## src/rtl/stbp_pkg.sv

```systemverilog
package stbp_pkg;
  localparam int PHASES   = 3;
  localparam int CARRIERS = 3;

  typedef struct packed {
    logic [PHASES-1:0] hi;
    logic [PHASES-1:0] lo;
    logic              boost;
  } gate_set_t;
endpackage

```

## src/rtl/stbp_carrier.sv

```systemverilog
module stbp_carrier #(
  parameter int CNT_W = 10
) (
  input  logic             clk,
  input  logic             rst,
  input  logic [CNT_W-1:0] half,
  input  logic [CNT_W-1:0] start,
  output logic [CNT_W-1:0] level
);
  logic rising;

  always_ff @(posedge clk) begin
    if (rst) begin
      level  <= start;
      rising <= 1'b1;
    end else if (rising) begin
      if (level >= half - 1'b1) begin
        level  <= half;
        rising <= 1'b0;
      end else begin
        level <= level + 1'b1;
      end
    end else begin
      if (level <= CNT_W'(1)) begin
        level  <= '0;
        rising <= 1'b1;
      end else begin
        level <= level - 1'b1;
      end
    end
  end

  AST_TRI_BOUND: assert property (@(posedge clk) disable iff (rst) level <= half);
  AST_TRI_STEP: assert property (@(posedge clk) disable iff (rst)
    !$past(rst) |-> ((level == $past(level) + 1'b1) || (level == $past(level) - 1'b1)));
endmodule

```

## src/rtl/stbp_band.sv

```systemverilog
module stbp_band #(
  parameter int DATA_W = 12,
  parameter int CNT_W  = 10
) (
  input  logic [CNT_W-1:0]  level,
  input  logic [CNT_W-1:0]  half,
  input  logic [DATA_W-1:0] duty,
  output logic              in_band
);
  localparam int PW = DATA_W + CNT_W + 1;
  localparam logic [PW-1:0] FULL = PW'(1) << DATA_W;

  function automatic logic edge_zone(input logic [CNT_W-1:0] lv,
                                     input logic [CNT_W-1:0] hp,
                                     input logic [DATA_W-1:0] dt);
    logic [PW-1:0] scaled, low_lim, high_lim;
    scaled   = PW'(lv) << DATA_W;
    low_lim  = PW'(dt) * PW'(hp);
    high_lim = (FULL - PW'(dt)) * PW'(hp);
    return (scaled < low_lim) || (scaled > high_lim);
  endfunction

  assign in_band = edge_zone(level, half, duty);
endmodule

```

## src/rtl/stbp_zsoffset.sv

```systemverilog
module stbp_zsoffset #(
  parameter int DATA_W = 12
) (
  input  logic [2:0][DATA_W-1:0] raw,
  output logic [2:0][DATA_W-1:0] shifted
);
  localparam int SW = DATA_W + 2;
  localparam logic [SW-1:0] FULL = SW'(1) << DATA_W;

  function automatic logic [DATA_W-1:0] big3(input logic [2:0][DATA_W-1:0] v);
    logic [DATA_W-1:0] m;
    m = (v[0] > v[1]) ? v[0] : v[1];
    return (m > v[2]) ? m : v[2];
  endfunction

  function automatic logic [DATA_W-1:0] small3(input logic [2:0][DATA_W-1:0] v);
    logic [DATA_W-1:0] m;
    m = (v[0] < v[1]) ? v[0] : v[1];
    return (m < v[2]) ? m : v[2];
  endfunction

  function automatic logic [DATA_W-1:0] centre(input logic [DATA_W-1:0] v,
                                               input logic [DATA_W-1:0] hi,
                                               input logic [DATA_W-1:0] lo);
    logic [SW-1:0] twice;
    twice = (SW'(v) << 1) + FULL - SW'(hi) - SW'(lo);
    return DATA_W'(twice >> 1);
  endfunction

  logic [DATA_W-1:0] top_v, bot_v;
  assign top_v = big3(raw);
  assign bot_v = small3(raw);

  for (genvar x = 0; x < 3; x++) begin : g_ph
    assign shifted[x] = centre(raw[x], top_v, bot_v);
  end
endmodule

```

## src/rtl/st_boost_pwm.sv

```systemverilog
module st_boost_pwm
  import stbp_pkg::*;
#(
  parameter int DATA_W   = 12,
  parameter int CNT_W    = 10,
  parameter int MIN_HALF = 3
) (
  input  logic              clk,
  input  logic              rst,
  input  logic [CNT_W-1:0]  half_period,
  input  logic [DATA_W-1:0] duty_st,
  input  logic [DATA_W-1:0] ref_a,
  input  logic [DATA_W-1:0] ref_b,
  input  logic [DATA_W-1:0] ref_c,
  output logic [2:0]        gate_hi,
  output logic [2:0]        gate_lo,
  output logic              gate_boost
);
  localparam int PW = DATA_W + CNT_W + 1;
  localparam logic [DATA_W-1:0] HALF_FS = DATA_W'(1) << (DATA_W - 1);

  function automatic logic leg_up(input logic [DATA_W-1:0] r,
                                  input logic [CNT_W-1:0] lv,
                                  input logic [CNT_W-1:0] hp);
    return (PW'(r) * PW'(hp)) > (PW'(lv) << DATA_W);
  endfunction

  function automatic logic [DATA_W-1:0] duty_limit(input logic [DATA_W-1:0] d);
    return (d > HALF_FS) ? HALF_FS : d;
  endfunction

  // period capture
  logic [CNT_W-1:0] half_eff, half_q, third;
  assign half_eff = (half_period < CNT_W'(MIN_HALF)) ? CNT_W'(MIN_HALF) : half_period;
  assign third    = half_eff / CNT_W'(3);

  always_ff @(posedge clk) begin
    if (rst) half_q <= half_eff;
  end

  // carriers: index 0 bridge, 1 and 2 boost
  logic [CNT_W-1:0] lvl [CARRIERS];
  logic             band [CARRIERS];
  logic [DATA_W-1:0] duty_q;

  for (genvar k = 0; k < CARRIERS; k++) begin : g_car
    logic [CNT_W-1:0] start_pos;
    assign start_pos = CNT_W'(k) * third;
    stbp_carrier #(.CNT_W(CNT_W)) u_car (
      .clk(clk), .rst(rst), .half(half_q), .start(start_pos), .level(lvl[k])
    );
    stbp_band #(.DATA_W(DATA_W), .CNT_W(CNT_W)) u_band (
      .level(lvl[k]), .half(half_q), .duty(duty_q), .in_band(band[k])
    );
  end

  // valley latch
  logic                     valley_i;
  logic [2:0][DATA_W-1:0]   ref_q, ref_sh;
  assign valley_i = (lvl[0] == '0);

  always_ff @(posedge clk) begin
    if (rst || valley_i) begin
      ref_q  <= {ref_c, ref_b, ref_a};
      duty_q <= duty_limit(duty_st);
    end
  end

  stbp_zsoffset #(.DATA_W(DATA_W)) u_zs (.raw(ref_q), .shifted(ref_sh));

  // compare and overlay
  logic [PHASES-1:0] up_now;
  logic              st_now, boost_now;

  for (genvar x = 0; x < PHASES; x++) begin : g_leg
    assign up_now[x] = leg_up(ref_sh[x], lvl[0], half_q);
  end

  assign st_now    = band[0];
  assign boost_now = (band[1] | band[2]) & ~st_now;

  gate_set_t gs_q;
  always_ff @(posedge clk) begin
    if (rst) begin
      gs_q <= '0;
    end else begin
      gs_q.hi    <= up_now | {PHASES{st_now}};
      gs_q.lo    <= ~up_now | {PHASES{st_now}};
      gs_q.boost <= boost_now;
    end
  end

  assign gate_hi    = gs_q.hi;
  assign gate_lo    = gs_q.lo;
  assign gate_boost = gs_q.boost;

  AST_RESET_QUIET: assert property (@(posedge clk) disable iff (rst)
    $fell(rst) |-> (gate_hi == '0 && gate_lo == '0 && !gate_boost));
  AST_ST_SHORTS_LEGS: assert property (@(posedge clk) disable iff (rst)
    st_now |=> (&(gate_hi & gate_lo)));
  AST_LEGS_TOGETHER: assert property (@(posedge clk) disable iff (rst)
    ((gate_hi & gate_lo) == '0) || (&(gate_hi & gate_lo)));
  AST_ST_BLOCKS_BOOST: assert property (@(posedge clk) disable iff (rst)
    st_now |=> !gate_boost);
  AST_BOOST_EXCL: assert property (@(posedge clk) disable iff (rst)
    !(gate_boost && gate_hi[0] && gate_lo[0]));
  AST_DUTY_CLAMP: assert property (@(posedge clk) disable iff (rst)
    duty_q <= HALF_FS);
  AST_LATCH_HOLD: assert property (@(posedge clk) disable iff (rst)
    !valley_i |=> ($stable(duty_q) && $stable(ref_q)));
endmodule

```

## config.mk

```make
export PLATFORM = sky130hd
export DESIGN_NAME = st_boost_pwm
export DESIGN_NICKNAME = d
export VERILOG_FILES = /design/src/rtl/stbp_pkg.sv /design/src/rtl/stbp_carrier.sv /design/src/rtl/stbp_band.sv /design/src/rtl/stbp_zsoffset.sv /design/src/rtl/st_boost_pwm.sv
export SDC_FILE = /design/constraint.sdc
export NUM_CORES = 2
export LEC_CHECK = 0
export CAP_MARGIN = 20
export CORE_ASPECT_RATIO = 1.5
export CORE_MARGIN = 2
export CORE_UTILIZATION = 63
export DETAILED_ROUTE_END_ITERATION = 10
export PLACE_DENSITY = 0.81
export REMOVE_ABC_BUFFERS = 1
export SETUP_SLACK_MARGIN = 0.02
export SLEW_MARGIN = 20
export SYNTH_ARGS = -nofsm -noshare
export SYNTH_HDL_FRONTEND = slang
export SYNTH_SLANG_ARGS = --single-unit
```

## constraint.sdc

```tcl
create_clock -name clk -period 40.3 [get_ports clk]
set_clock_uncertainty 0.15 [all_clocks]
set_input_delay 6.045 -clock clk [delete_from_list [all_inputs] [get_ports clk]]
set_output_delay 6.045 -clock clk [all_outputs]
set_load 0.05 [all_outputs]
```

==> results <==
- For this run, the post-layout net count is 4,686.
- The number of antenna-violating nets in the routed design is 0.
- Pin placement for this block handled 67 I/O pins.
- The final routed DRC violation total is 0.
- For this run, the slowest stage of the critical path takes between 0.7 and 0.8 ns.
- The post-layout minimum cycle time is 14.73 ns.
- The number of cells upsized or downsized after cts is 0.
- For the pin with the worst max-slew slack, the measured transition is 1.20 ns.
- The setup path with the least slack is of type reg -> reg.
- The post-route worst hold slack is around 0.38 ns.
- Setup repair after global routing left no endpoint under its margin.
- By instance count, the cell type seen most on the critical path is sky130_fd_sc_hd__o21ai_0.
- The width of the chip is 187 um.
- After detailed routing, the average wire length per cell comes to 18.9 um.
- The number of antenna violations at the first check in global routing is 2.
- The source-to-sink clock delay at the later pin of the worst-skew pair is 0.39 ns.
- The overall routing resource usage is between 30% and 40%.
- The fraction of synthesized area in multiplexers is 1.13%.
- The flow ran to the end, and the final reports show no timing, DRC or antenna violations.
- The pin count of the biggest net entering global routing is 67.
- Setup violations remaining at the end of the flow were counted as 0.
- The H-tree was split into 3 levels.
- After synthesis, the share of flip-flops with an asynchronous set or reset is 0%.
- The number of pins with negative max-slew slack in the final report was 0.
- The count of final hold-check violations was 0.
- Summed over all nets, the half-perimeter wirelength after detailed placement is 63.8 mm.
- In the routed layout, each cell is associated on average with a via count of 6.07.
- The xor and xnor fraction of the mapped netlist area is 4.32%.
- For this design, the CTS-stage hold fixing added 0 buffers.
- In this run the core area contains 100 standard-cell rows.
- The clock drives 98 sinks.
- The largest total area in the synthesized netlist belongs to sky130_fd_sc_hd__fa_1.
- Of all nets on the critical path, the largest fanout is 22.
- The compound-cell area share of the yosys netlist is 11.6%.
- The die outline area is 52,100 um^2.
- Averaged over all synthesized cells, the footprint is 8.54 um^2.
- The most common cell after layout, fill and taps aside is sky130_fd_sc_hd__inv_1.
- The cell at the root of the clock tree is sky130_fd_sc_hd__clkbuf_16.
- The total setup buffers inserted after CTS is 0.
- In this run, synthesis produced a sequential element count of 98.
- The sequential area share after synthesis is 8.03%.
- Yosys mapped a number of flops with a built-in enable equal to 58.
- The main combinational cell family by area after synthesis is adder cells.
- The remaining global-route overflow is 0.
- The share of the clock period used by the worst path after layout is 36.6%.
- The worst endpoint data arrival time is 14.90 ns.
- For this design, the slowest cell found on the critical path is sky130_fd_sc_hd__xor2_1.
- The final total negative setup slack is 0 ns.
- The endpoint type of the worst setup path is a flip-flop.
- The top cell types in the final layout, fill and taps aside, are 580 x sky130_fd_sc_hd__inv_1, 515 x sky130_fd_sc_hd__ha_1, 443 x sky130_fd_sc_hd__nand2_1, 434 x sky130_fd_sc_hd__fa_1, 212 x sky130_fd_sc_hd__and2_1.
- The final design utilization is between 60% and 70%.
- The worst relative slew slack is 19.2%.
- The first-pass GRT wire length is ~140 mm.
- The region available for standard cell placement spans around 50,000 um^2.
- The number of search-and-repair iterations in the first detailed-routing pass is 6.
- In this run the vertical extent of the chip is between 200 and 300 um.
- The number of maximum-capacitance violations is 0.
- Synthesis instantiated 89 different standard cells from the library.
- The adder-cell area share of the yosys netlist is 47.8%.
- Compared with the post-synthesis result, the final layout area differs by 4.75%.
- The initial standard-cell utilization of the core is 63.7%.
- The portion of synthesized cell area occupied by the leading cell type is 27.4%.
- STA classifies the critical path startpoint as a flip-flop.
- The weighted congestion at the end of routability-driven global placement is 0.942.
- For this run, the number of Yosys warnings is 0.
- The most frequently used flop master after synthesis is sky130_fd_sc_hd__edfxtp_1.
- The fraction of layout cells with a size suffix above 1 is under 10%.
- After Yosys synthesis, and, or, nand and nor cells account for 18.5% of the synthesized area.
- Summing over every cut layer, the via total after detailed routing is ~26,000.
- The via count of the first global-routing pass is around 28,000.
- Counting every instance in the synthesized netlist gives 3,707.
- The total length of routed wires is 82.3 mm.
- The class of the most critical hold timing path is reg -> reg.
- The number of buffers inserted during clock tree synthesis is 9.
- STA puts the critical path data required time at 40.46 ns.
- The cell area after synthesis is between 30,000 and 40,000 um^2.
- The clock slew seen by the registers of the worst setup and hold paths is approximately 0.08 ns.
- In this run the deepest clock path goes through 2 buffers.
- By area the synthesized netlist is led by sky130_fd_sc_hd__fa_1 27%, sky130_fd_sc_hd__ha_1 20%, sky130_fd_sc_hd__inv_1 6.9%.
- The top achievable clock speed is approximately 68 MHz.
- The clock tree from TritonCTS is built.
- The quantity of I/O buffers inserted on ports is 66.
- The detailed router's first-iteration violation count is 1,732.
[final timing paths]
kind / from / end / slack (ns) / cells after the start
setup / recovery: ref_q[13] / gate_lo[0] / 25.57 / 61
setup reg to reg: ref_q[13] / gate_lo[0] / 25.57 / 61
hold / removal: g_car[0].u_car.rising / g_car[0].u_car.level[0] / 0.38 / 2
hold reg to reg: g_car[0].u_car.rising / g_car[0].u_car.level[0] / 0.38 / 2
[cells in the mapped netlist, types with 5 or more instances]
library cell and n:
sky130_fd_sc_hd__a2111oi_0 7, sky130_fd_sc_hd__a211o_1 7, sky130_fd_sc_hd__a211oi_1 27, sky130_fd_sc_hd__a211oi_2 5
sky130_fd_sc_hd__a21boi_0 6, sky130_fd_sc_hd__a21o_1 46, sky130_fd_sc_hd__a21oi_1 139, sky130_fd_sc_hd__a221oi_1 18
sky130_fd_sc_hd__a31oi_1 24, sky130_fd_sc_hd__and2_1 212, sky130_fd_sc_hd__and3_1 21, sky130_fd_sc_hd__buf_1 12
sky130_fd_sc_hd__clkbuf_1 120, sky130_fd_sc_hd__dfxtp_1 40, sky130_fd_sc_hd__edfxtp_1 58, sky130_fd_sc_hd__fa_1 434
sky130_fd_sc_hd__ha_1 515, sky130_fd_sc_hd__inv_1 580, sky130_fd_sc_hd__mux2_2 15, sky130_fd_sc_hd__mux2i_1 19
sky130_fd_sc_hd__nand2_1 444, sky130_fd_sc_hd__nand2b_1 45, sky130_fd_sc_hd__nand3_1 61, sky130_fd_sc_hd__nand3b_1 6
sky130_fd_sc_hd__nand4_1 28, sky130_fd_sc_hd__nor2_1 173, sky130_fd_sc_hd__nor2b_1 60, sky130_fd_sc_hd__nor3_1 67
sky130_fd_sc_hd__nor4_1 26, sky130_fd_sc_hd__o2111ai_1 6, sky130_fd_sc_hd__o211ai_1 19, sky130_fd_sc_hd__o21a_1 28
sky130_fd_sc_hd__o21ai_0 123, sky130_fd_sc_hd__o21bai_1 14, sky130_fd_sc_hd__o22ai_1 11, sky130_fd_sc_hd__o31a_1 6
sky130_fd_sc_hd__o31ai_1 10, sky130_fd_sc_hd__or2_2 8, sky130_fd_sc_hd__or3_1 22, sky130_fd_sc_hd__or4_1 5
sky130_fd_sc_hd__xnor2_1 103, sky130_fd_sc_hd__xor2_1 53
[final cells by class]
cell class                 instances  area (um^2)
multi-input combinational       2886        26400
fill                            4106        16500
sequential                        98         2540
inverter                         582         2180
timing repair buffer             100          911
tap                              663          830
clock buffer                       9          225
clock inverter                     7         81.3
antenna                            1         2.50
[cell families (layout without fill, tap and decap cells)]
group,after synthesis,count (layout)
multiplexers,34,34
adder cells (fa/ha/maj),949,949
other,0,1
flip-flops,98,98
AO/OA/AOI/OAI,550,550
AND/OR/NAND/NOR,1197,1197
XOR/XNOR,156,156
buffers and inverters,723,698
[through the flow]
stage | setup slack, ns | area [um^2] | instances
finish | 25.57 | 33200 | 4346
global route | 24.38 | 33200 | 4345
CTS | 25.66 | 33200 | 4345
detailed placement | 25.74 | 32800 | 4329
global placement | 26.09 | 32800 | 4329
floorplan | 26.85 | 31100 | 3566
[per-layer routing]
metal | vias up | wire, um | global-route usage (%)
met5 | - | 8 | 0
met4 | 2 | 4610 | 18.0
met3 | 316 | 4890 | 3.10
met2 | 989 | 41900 | 59.6
met1 | 12900 | 30900 | 37.9
li1 | 12100 | - | -
[registers in the layout (all words and copies together) (netlist names)]
signal              flops
duty_q                 12
ref_q                  36
g_car.u_car.rising      3
gate_lo                 3
half_q                 10
g_car.u_car.level      30
gate_hi                 3
gate_boost              1
[critical path: cells and delay by family (launching register included)]
family / cells / cell delay (ns)
AOI/OAI and AO/OA: 25 / 5.48
and+or+nand+nor: 12 / 1.49
buffers and inverters: 8 / 0.93
adders and majority gates: 13 / 4.93
DFF: 1 / 0.39
muxes: 1 / 0.39
xor gates and xnor gates: 2 / 0.88
Power is not shown: default switching activity piles up to over one toggle a cycle in this logic, so the estimate is an artifact.
